## config.mk

```make
export PLATFORM = sky130hd
export DESIGN_NAME = pll_index_port
export DESIGN_NICKNAME = d
export VERILOG_FILES = /design/src/rtl/pll_idx_pkg.sv /design/src/rtl/pll_idx_regs.sv /design/src/rtl/pll_idx_commit.sv /design/src/rtl/pll_idx_lock.sv /design/src/rtl/pll_index_port.sv
export SDC_FILE = /design/constraint.sdc
export NUM_CORES = 1
export LEC_CHECK = 0
export ABC_AREA = 1
export BUFFER_PORTS_ARGS = -buffer_cell sky130_fd_sc_hd__buf_2
export CORE_MARGIN = 4
export CORE_UTILIZATION = 48
export DETAILED_ROUTE_END_ITERATION = 10
export PLACE_DENSITY = 0.74
export SLEW_MARGIN = 0
export SYNTH_ARGS = -nofsm -noshare
export SYNTH_HDL_FRONTEND = slang
export SYNTH_SLANG_ARGS = --single-unit
```

## constraint.sdc

```tcl
create_clock -name clk_i -period 1.7 [get_ports clk_i]
set_input_delay 0 -clock clk_i [delete_from_list [all_inputs] [get_ports clk_i]]
set_output_delay 0 -clock clk_i [all_outputs]
set_load 0.02 [all_outputs]
```

## src/rtl/pll_idx_pkg.sv

```systemverilog
`timescale 1ns/1ps
package pll_idx_pkg;
  localparam int ADDR_W   = 6;
  localparam int WE_BIT   = 7;
  localparam int REF_W    = 10;
  localparam int FB_W     = 11;
  localparam int POST_W   = 3;
  localparam int SEL_W    = 2;
  localparam int POST_LSB = 16;

  localparam logic [ADDR_W-1:0] IDX_CTRL   = 6'h02;
  localparam logic [ADDR_W-1:0] IDX_REFDIV = 6'h03;
  localparam logic [ADDR_W-1:0] IDX_FBPOST = 6'h07;
  localparam logic [ADDR_W-1:0] IDX_CLKSEL = 6'h0D;

  localparam int CTRL_RST   = 0;
  localparam int CTRL_SLEEP = 1;
  localparam int CTRL_AUE   = 15;
  localparam int CTRL_VAUE  = 16;
  localparam int CTRL_LOCK  = 31;
  localparam int REQ_BIT    = 15;
  localparam int BUSY_BIT   = 16;

  typedef struct packed {
    logic [REF_W-1:0]  ref_div;
    logic [FB_W-1:0]   fb_div;
    logic [POST_W-1:0] post_div;
  } div_set_t;

  typedef struct packed {
    logic vaue;
    logic aue;
    logic sleep;
    logic rst;
  } ctrl_t;
endpackage

```

## src/rtl/pll_idx_regs.sv

```systemverilog
`timescale 1ns/1ps
module pll_idx_regs
  import pll_idx_pkg::*;
(
  input  logic              clk_i,
  input  logic              rst_ni,
  input  logic              host_we_i,
  input  logic              host_sel_i,
  input  logic [31:0]       host_wdata_i,
  input  logic              busy_i,
  input  logic              locked_i,
  output logic [31:0]       host_rdata_o,
  output logic              idx_we_o,
  output logic [ADDR_W-1:0] idx_addr_o,
  output div_set_t          staged_o,
  output ctrl_t             ctrl_o,
  output logic [SEL_W-1:0]  clksel_o,
  output logic              commit_req_o
);
  logic data_wr;
  logic unused_wdata;

  assign unused_wdata = ^host_wdata_i;
  assign data_wr      = host_we_i & host_sel_i & idx_we_o;
  assign commit_req_o = data_wr && (idx_addr_o == IDX_REFDIV) && host_wdata_i[REQ_BIT];

  always_ff @(posedge clk_i or negedge rst_ni) begin
    if (!rst_ni) begin
      idx_we_o   <= 1'b0;
      idx_addr_o <= '0;
      staged_o   <= '0;
      ctrl_o     <= '0;
      clksel_o   <= '0;
    end else if (host_we_i && !host_sel_i) begin
      idx_we_o   <= host_wdata_i[WE_BIT];
      idx_addr_o <= host_wdata_i[ADDR_W-1:0];
    end else if (data_wr) begin
      unique case (idx_addr_o)
        IDX_CTRL: begin
          ctrl_o.rst   <= host_wdata_i[CTRL_RST];
          ctrl_o.sleep <= host_wdata_i[CTRL_SLEEP];
          ctrl_o.aue   <= host_wdata_i[CTRL_AUE];
          ctrl_o.vaue  <= host_wdata_i[CTRL_VAUE];
        end
        IDX_REFDIV: staged_o.ref_div <= host_wdata_i[REF_W-1:0];
        IDX_FBPOST: begin
          staged_o.fb_div   <= host_wdata_i[FB_W-1:0];
          staged_o.post_div <= host_wdata_i[POST_LSB +: POST_W];
        end
        IDX_CLKSEL: clksel_o <= host_wdata_i[SEL_W-1:0];
        default: ;
      endcase
    end
  end

  always_comb begin
    host_rdata_o = '0;
    if (!host_sel_i) begin
      host_rdata_o[WE_BIT]     = idx_we_o;
      host_rdata_o[ADDR_W-1:0] = idx_addr_o;
    end else begin
      unique case (idx_addr_o)
        IDX_CTRL: begin
          host_rdata_o[CTRL_RST]   = ctrl_o.rst;
          host_rdata_o[CTRL_SLEEP] = ctrl_o.sleep;
          host_rdata_o[CTRL_AUE]   = ctrl_o.aue;
          host_rdata_o[CTRL_VAUE]  = ctrl_o.vaue;
          host_rdata_o[CTRL_LOCK]  = locked_i;
        end
        IDX_REFDIV: begin
          host_rdata_o[REF_W-1:0] = staged_o.ref_div;
          host_rdata_o[BUSY_BIT]  = busy_i;
        end
        IDX_FBPOST: begin
          host_rdata_o[FB_W-1:0]             = staged_o.fb_div;
          host_rdata_o[POST_LSB +: POST_W]   = staged_o.post_div;
        end
        IDX_CLKSEL: host_rdata_o[SEL_W-1:0] = clksel_o;
        default: ;
      endcase
    end
  end
endmodule

```

## src/rtl/pll_idx_commit.sv

```systemverilog
`timescale 1ns/1ps
module pll_idx_commit
  import pll_idx_pkg::*;
#(
  parameter int COMMIT_WAIT = 8
) (
  input  logic     clk_i,
  input  logic     rst_ni,
  input  logic     req_i,
  input  div_set_t staged_i,
  output logic     busy_o,
  output logic     fire_o,
  output div_set_t active_o
);
  localparam int CNT_W = $clog2(COMMIT_WAIT + 1);

  logic [CNT_W-1:0] cnt_q;

  assign fire_o = busy_o && (cnt_q == '0);

  always_ff @(posedge clk_i or negedge rst_ni) begin
    if (!rst_ni) begin
      busy_o   <= 1'b0;
      cnt_q    <= '0;
      active_o <= '0;
    end else if (!busy_o) begin
      if (req_i) begin
        busy_o <= 1'b1;
        cnt_q  <= CNT_W'(COMMIT_WAIT - 1);
      end
    end else if (fire_o) begin
      busy_o   <= 1'b0;
      active_o <= staged_i;  // whole set in one edge
    end else begin
      cnt_q <= cnt_q - 1'b1;
    end
  end
endmodule

```

## src/rtl/pll_idx_lock.sv

```systemverilog
`timescale 1ns/1ps
module pll_idx_lock #(
  parameter int LOCK_CYCLES = 32
) (
  input  logic clk_i,
  input  logic rst_ni,
  input  logic fire_i,
  input  logic hold_i,
  output logic locked_o
);
  localparam int LCNT_W = $clog2(LOCK_CYCLES + 1);
  localparam logic [LCNT_W-1:0] LOCK_MAX = LCNT_W'(LOCK_CYCLES);

  logic [LCNT_W-1:0] cnt_q;

  always_ff @(posedge clk_i or negedge rst_ni) begin
    if (!rst_ni)                cnt_q <= '0;
    else if (fire_i || hold_i)  cnt_q <= '0;
    else if (cnt_q != LOCK_MAX) cnt_q <= cnt_q + 1'b1;
  end

  assign locked_o = (cnt_q == LOCK_MAX) && !hold_i;
endmodule

```

## src/rtl/pll_index_port.sv

```systemverilog
`timescale 1ns/1ps
module pll_index_port
  import pll_idx_pkg::*;
#(
  parameter int COMMIT_WAIT = 8,
  parameter int LOCK_CYCLES = 32
) (
  input  logic              clk_i,
  input  logic              rst_ni,
  input  logic              host_we_i,
  input  logic              host_sel_i,
  input  logic [31:0]       host_wdata_i,
  output logic [31:0]       host_rdata_o,
  output logic [REF_W-1:0]  ref_div_o,
  output logic [FB_W-1:0]   fb_div_o,
  output logic [POST_W-1:0] post_div_o,
  output logic              pll_reset_o,
  output logic              pll_sleep_o,
  output logic [SEL_W-1:0]  pix_clk_sel_o,
  output logic              pll_locked_o
);
  logic              idx_we;
  logic [ADDR_W-1:0] idx_addr;
  div_set_t          staged;
  div_set_t          active;
  ctrl_t             ctrl;
  logic [SEL_W-1:0]  clksel;
  logic              commit_req;
  logic              busy;
  logic              fire;

  pll_idx_regs i_regs (
    .clk_i, .rst_ni, .host_we_i, .host_sel_i, .host_wdata_i,
    .busy_i(busy), .locked_i(pll_locked_o), .host_rdata_o,
    .idx_we_o(idx_we), .idx_addr_o(idx_addr), .staged_o(staged),
    .ctrl_o(ctrl), .clksel_o(clksel), .commit_req_o(commit_req)
  );

  pll_idx_commit #(.COMMIT_WAIT(COMMIT_WAIT)) i_commit (
    .clk_i, .rst_ni, .req_i(commit_req), .staged_i(staged),
    .busy_o(busy), .fire_o(fire), .active_o(active)
  );

  pll_idx_lock #(.LOCK_CYCLES(LOCK_CYCLES)) i_lock (
    .clk_i, .rst_ni, .fire_i(fire), .hold_i(ctrl.rst | ctrl.sleep),
    .locked_o(pll_locked_o)
  );

  assign ref_div_o     = active.ref_div;
  assign fb_div_o      = active.fb_div;
  assign post_div_o    = active.post_div;
  assign pll_reset_o   = ctrl.rst;
  assign pll_sleep_o   = ctrl.sleep;
  assign pix_clk_sel_o = clksel;
endmodule

```

==> reports/results.ini <==
[finish]
layout-drive-gt1-share_pct = 31.57
nets = 526
finish.cell_count_without_fillers = 587
number_of_diodes_added_for_antenna_fixing = 0
area_delta_synth_final_pct = 27.66

[yosys]
syn_avg_cell_area_sq_um = 9.012
synth.area.top_cells = sky130_fd_sc_hd__dfrtp_1 52%, sky130_fd_sc_hd__nand2_1 10%, sky130_fd_sc_hd__inv_1 4.9%
syn_area_sq_mm = 0.003470
synth.top_cells.by_count = 97 x sky130_fd_sc_hd__nand2_1, 72 x sky130_fd_sc_hd__dfrtp_1, 45 x sky130_fd_sc_hd__inv_1
yosysTopAreaCellShare_pct = 51.93
netlist-cell-type-count = 33
syn-instance-count = 385
synth_top_area_cell = sky130_fd_sc_hd__dfrtp_1
post-synth-top-count-cell = sky130_fd_sc_hd__nand2_1
dominant_register_cell_in_the_synthesized_netlist = sky130_fd_sc_hd__dfrtp_1
synth_enable_flop_cells = 0
seq_area_frac_synth_pct = 51.93
async_set_or_reset_flop_fraction_in_the_synthesized_netlist_pct = 100.0
ys_warn_count = 0
postSynthRegisterBits = 72

[worst_hold_path]
holdCritPathClass = in -> async

[timing]
worst_clock_skew_ns = 0.008535
timing.final.setup_violations = 0
share_of_the_clock_period_used_by_the_worst_path_pct = 99.49
finalWorstPathRequiredPeriod_ns = 1.691
grt_setup_unrepaired = true
fin_ws_ns = 0.008673
hold_viol = 0
slew_viol_final = 0
max_clock_freq_ghz = 0.5913
timing.setup.tns_ns = 0

[setup_path]
worst_setup_path_start_kind = flop
critPathMostFrequentCell = sky130_fd_sc_hd__nand2_4
launch_instance_of_the_worst_register_to_register_path = i_regs.idx_addr_o[3]
worst-endpoint-required_ns = 1.70
rr_endpoint = i_regs.staged_o[14]
cp-end-kind = primary output
r2r_slack_ns = 0.20
worst-endpoint-arrival_ns = 1.69
cp-startpoint = i_regs.idx_addr_o[5]
crit_path_end = host_rdata_o[5]
rr_worst_depth = 9
critical-path-slowest-cell = sky130_fd_sc_hd__dfrtp_1
critical_path.max_fanout = 7
crit_path_cell_trace = nor2_4 > nand2_4 > nor2_8 > nand2_4 > inv_6 > nand2_1 > o211ai_1 > buf_4
worst-setup-path-type = reg -> out
delay_of_the_slowest_critical_path_stage_ns = 0.41

[drt]
routed_wl_um = 7654
wire_per_inst_um = 13.04
drc = 0
route.vias.total = 2807
vias_per_cell = 4.782
detail_route.first_pass.iterations = 4
antenna_left = 0
detail_route.iter0.violations = 157

[cts]
cts_root_buffer = sky130_fd_sc_hd__clkbuf_8
clk_transition_reported_paths_ns = 0.07
cts.htree.levels = 3
tritoncts = built
cts.path.max_buffers = 2
clock_latency_ns = 0.35
cts_num_sinks = 72
cts_inserted_buffers = 9

[global_route]
gr-usage-all-layers_pct = 18.77
grt_pass1_vias = 2701
grt_first_pass_wirelength_um = 12830
grt_residual_overflow = 0
grt_antenna_before_repair = 0
grt_max_degree = 73

[power_and_ir_drop]
p_int_mw = 3.130
power.density_mw_per_mm2 = 1037
power_switching_share_pct = 31.83
pwr-share-comb_pct = 24.1
power.sequential.fraction_pct = 46.3
vdd_ir_drop_max_mv = 0.4683
cellLeakagePower_nw = 2.347
total_power_mw = 4.592
power.share.clock_pct = 29.6
p_switching_mw = 1.462

[floorplanning]
floorplan.initialDensity_pct = 50.24
fp.dieH_um = 93.02
design.die.area_sq_mm = 0.008653
num_io_pins = 97
num_rows = 30
floorplan.core_area_sq_mm = 0.006907
floorplan.die.width_um = 93.02

[place]
finalWeightedCongestion = 0.8213
dp_cells = 539
preCtsSetupSlack_ns = 0.1482
post_dp_hpwl_um = 5195
buffer_ports.inserted = 63

[run_status]
status = finished clean

[run]
cap_violations = 0

## layer usage
metal	part of all wire (%)	global-route usage [%]
met1	43	24.09
met2	50	30.83
met3	5.5	4.344
met4	1.3	7.326
met5	0	0
## what timing repair did
action                     CTS  global route
resized for setup           12            23
setup endpoints to repair   12            13
hold endpoints to repair   103             0
hold buffers                16             0
pin swaps                    4            13
buffers inserted             8             8
## sequential cells by signal (all words and copies together) (netlist names)
signal             flops
i_regs.clksel_o        2
i_lock.cnt_q           6
i_commit.busy_o        1
i_regs.idx_addr_o      6
i_regs.idx_we_o        1
i_commit.cnt_q         4
i_regs.staged_o       24
i_regs.ctrl_o          4
i_commit.active_o     24
## power groups by stage
stage                     logic, mW  clock network (mW)  registers, mW
final                          1.11                1.36           2.12
after global routing           1.26                1.46           2.15
after CTS                     0.980                1.38           2.12
after detailed placement      0.904                   0           2.16
after global placement        0.865                   0           2.14
after floorplan               0.604                   0           2.20
## worst min path at each step
stage	from	to	slack (ns)
4_1_cts	rst_ni	i_commit.cnt_q[3]	0.22
5_1_grt	rst_ni	i_commit.cnt_q[3]	0.26
6_report	rst_ni	i_commit.cnt_q[3]	0.19
3_5_place_dp	rst_ni	i_commit.cnt_q[3]	0.06
3_3_place_gp	rst_ni	i_commit.cnt_q[2]	0.05
2_1_floorplan	rst_ni	i_commit.active_o[0]	-0.30
## stage by stage
step                hold slack, ns  utilization, %  cell area (sq um)
finish                      0.1904           64.13               4429
global route                0.2574           64.13               4429
CTS                         0.2182           62.21               4297
detailed placement         0.05717           55.60               3840
global placement           0.05461           55.60               3840
floorplan                  -0.2956               -               3526
## kinds of logic (layout without fill, tap and decap cells)
group	Yosys count	count (layout)	synth area share, %
simple gates	158	158	20.38
buf+inv	75	166	10.93
flops	72	72	51.93
compound gates	64	64	11.86
mux	8	8	2.597
fa+ha+maj	4	4	1.443
xor+xnor	3	3	0.7574
other cells	1	16	0.1081
## layout make-up
class / count / area [sq um]
clock buffers: 11 / 141.4
clock inverters: 5 / 56.30
fillers: 577 / 2477
inverters: 48 / 185.2
multi-input cells: 253 / 1403
flip-flops and latches: 72 / 1802
well taps: 96 / 120.1
repair buffers: 102 / 721.9
## layout by cell type, fill, tap and decap left out, types with 4 or more instances in the layout
cell type	count
sky130_fd_sc_hd__mux2_2	8
sky130_fd_sc_hd__and3_1	4
sky130_fd_sc_hd__buf_2	51
sky130_fd_sc_hd__o21ai_0	30
sky130_fd_sc_hd__dfrtp_1	72
sky130_fd_sc_hd__dlygate4sd3_1	16
sky130_fd_sc_hd__nor2_1	18
sky130_fd_sc_hd__o21ai_2	17
sky130_fd_sc_hd__buf_4	28
sky130_fd_sc_hd__inv_1	42
sky130_fd_sc_hd__buf_6	5
sky130_fd_sc_hd__nand2_1	96
sky130_fd_sc_hd__nand3_1	15
sky130_fd_sc_hd__o211ai_1	5
sky130_fd_sc_hd__nand2_4	4
sky130_fd_sc_hd__clkbuf_8	10
sky130_fd_sc_hd__conb_1	16
sky130_fd_sc_hd__inv_2	4
sky130_fd_sc_hd__nand2_2	5
sky130_fd_sc_hd__nor2_2	4
sky130_fd_sc_hd__o21ai_1	4
## worst max-delay path, delay by kind of cell (launching register included)
kind | cells | cell delay, ns
DFF | 1 | 0.41
AOI/OAI and AO/OA | 1 | 0.11
buffers and inverters | 2 | 0.28
and+or+nand+nor | 5 | 0.54
Power figures use the tool's default switching activity.
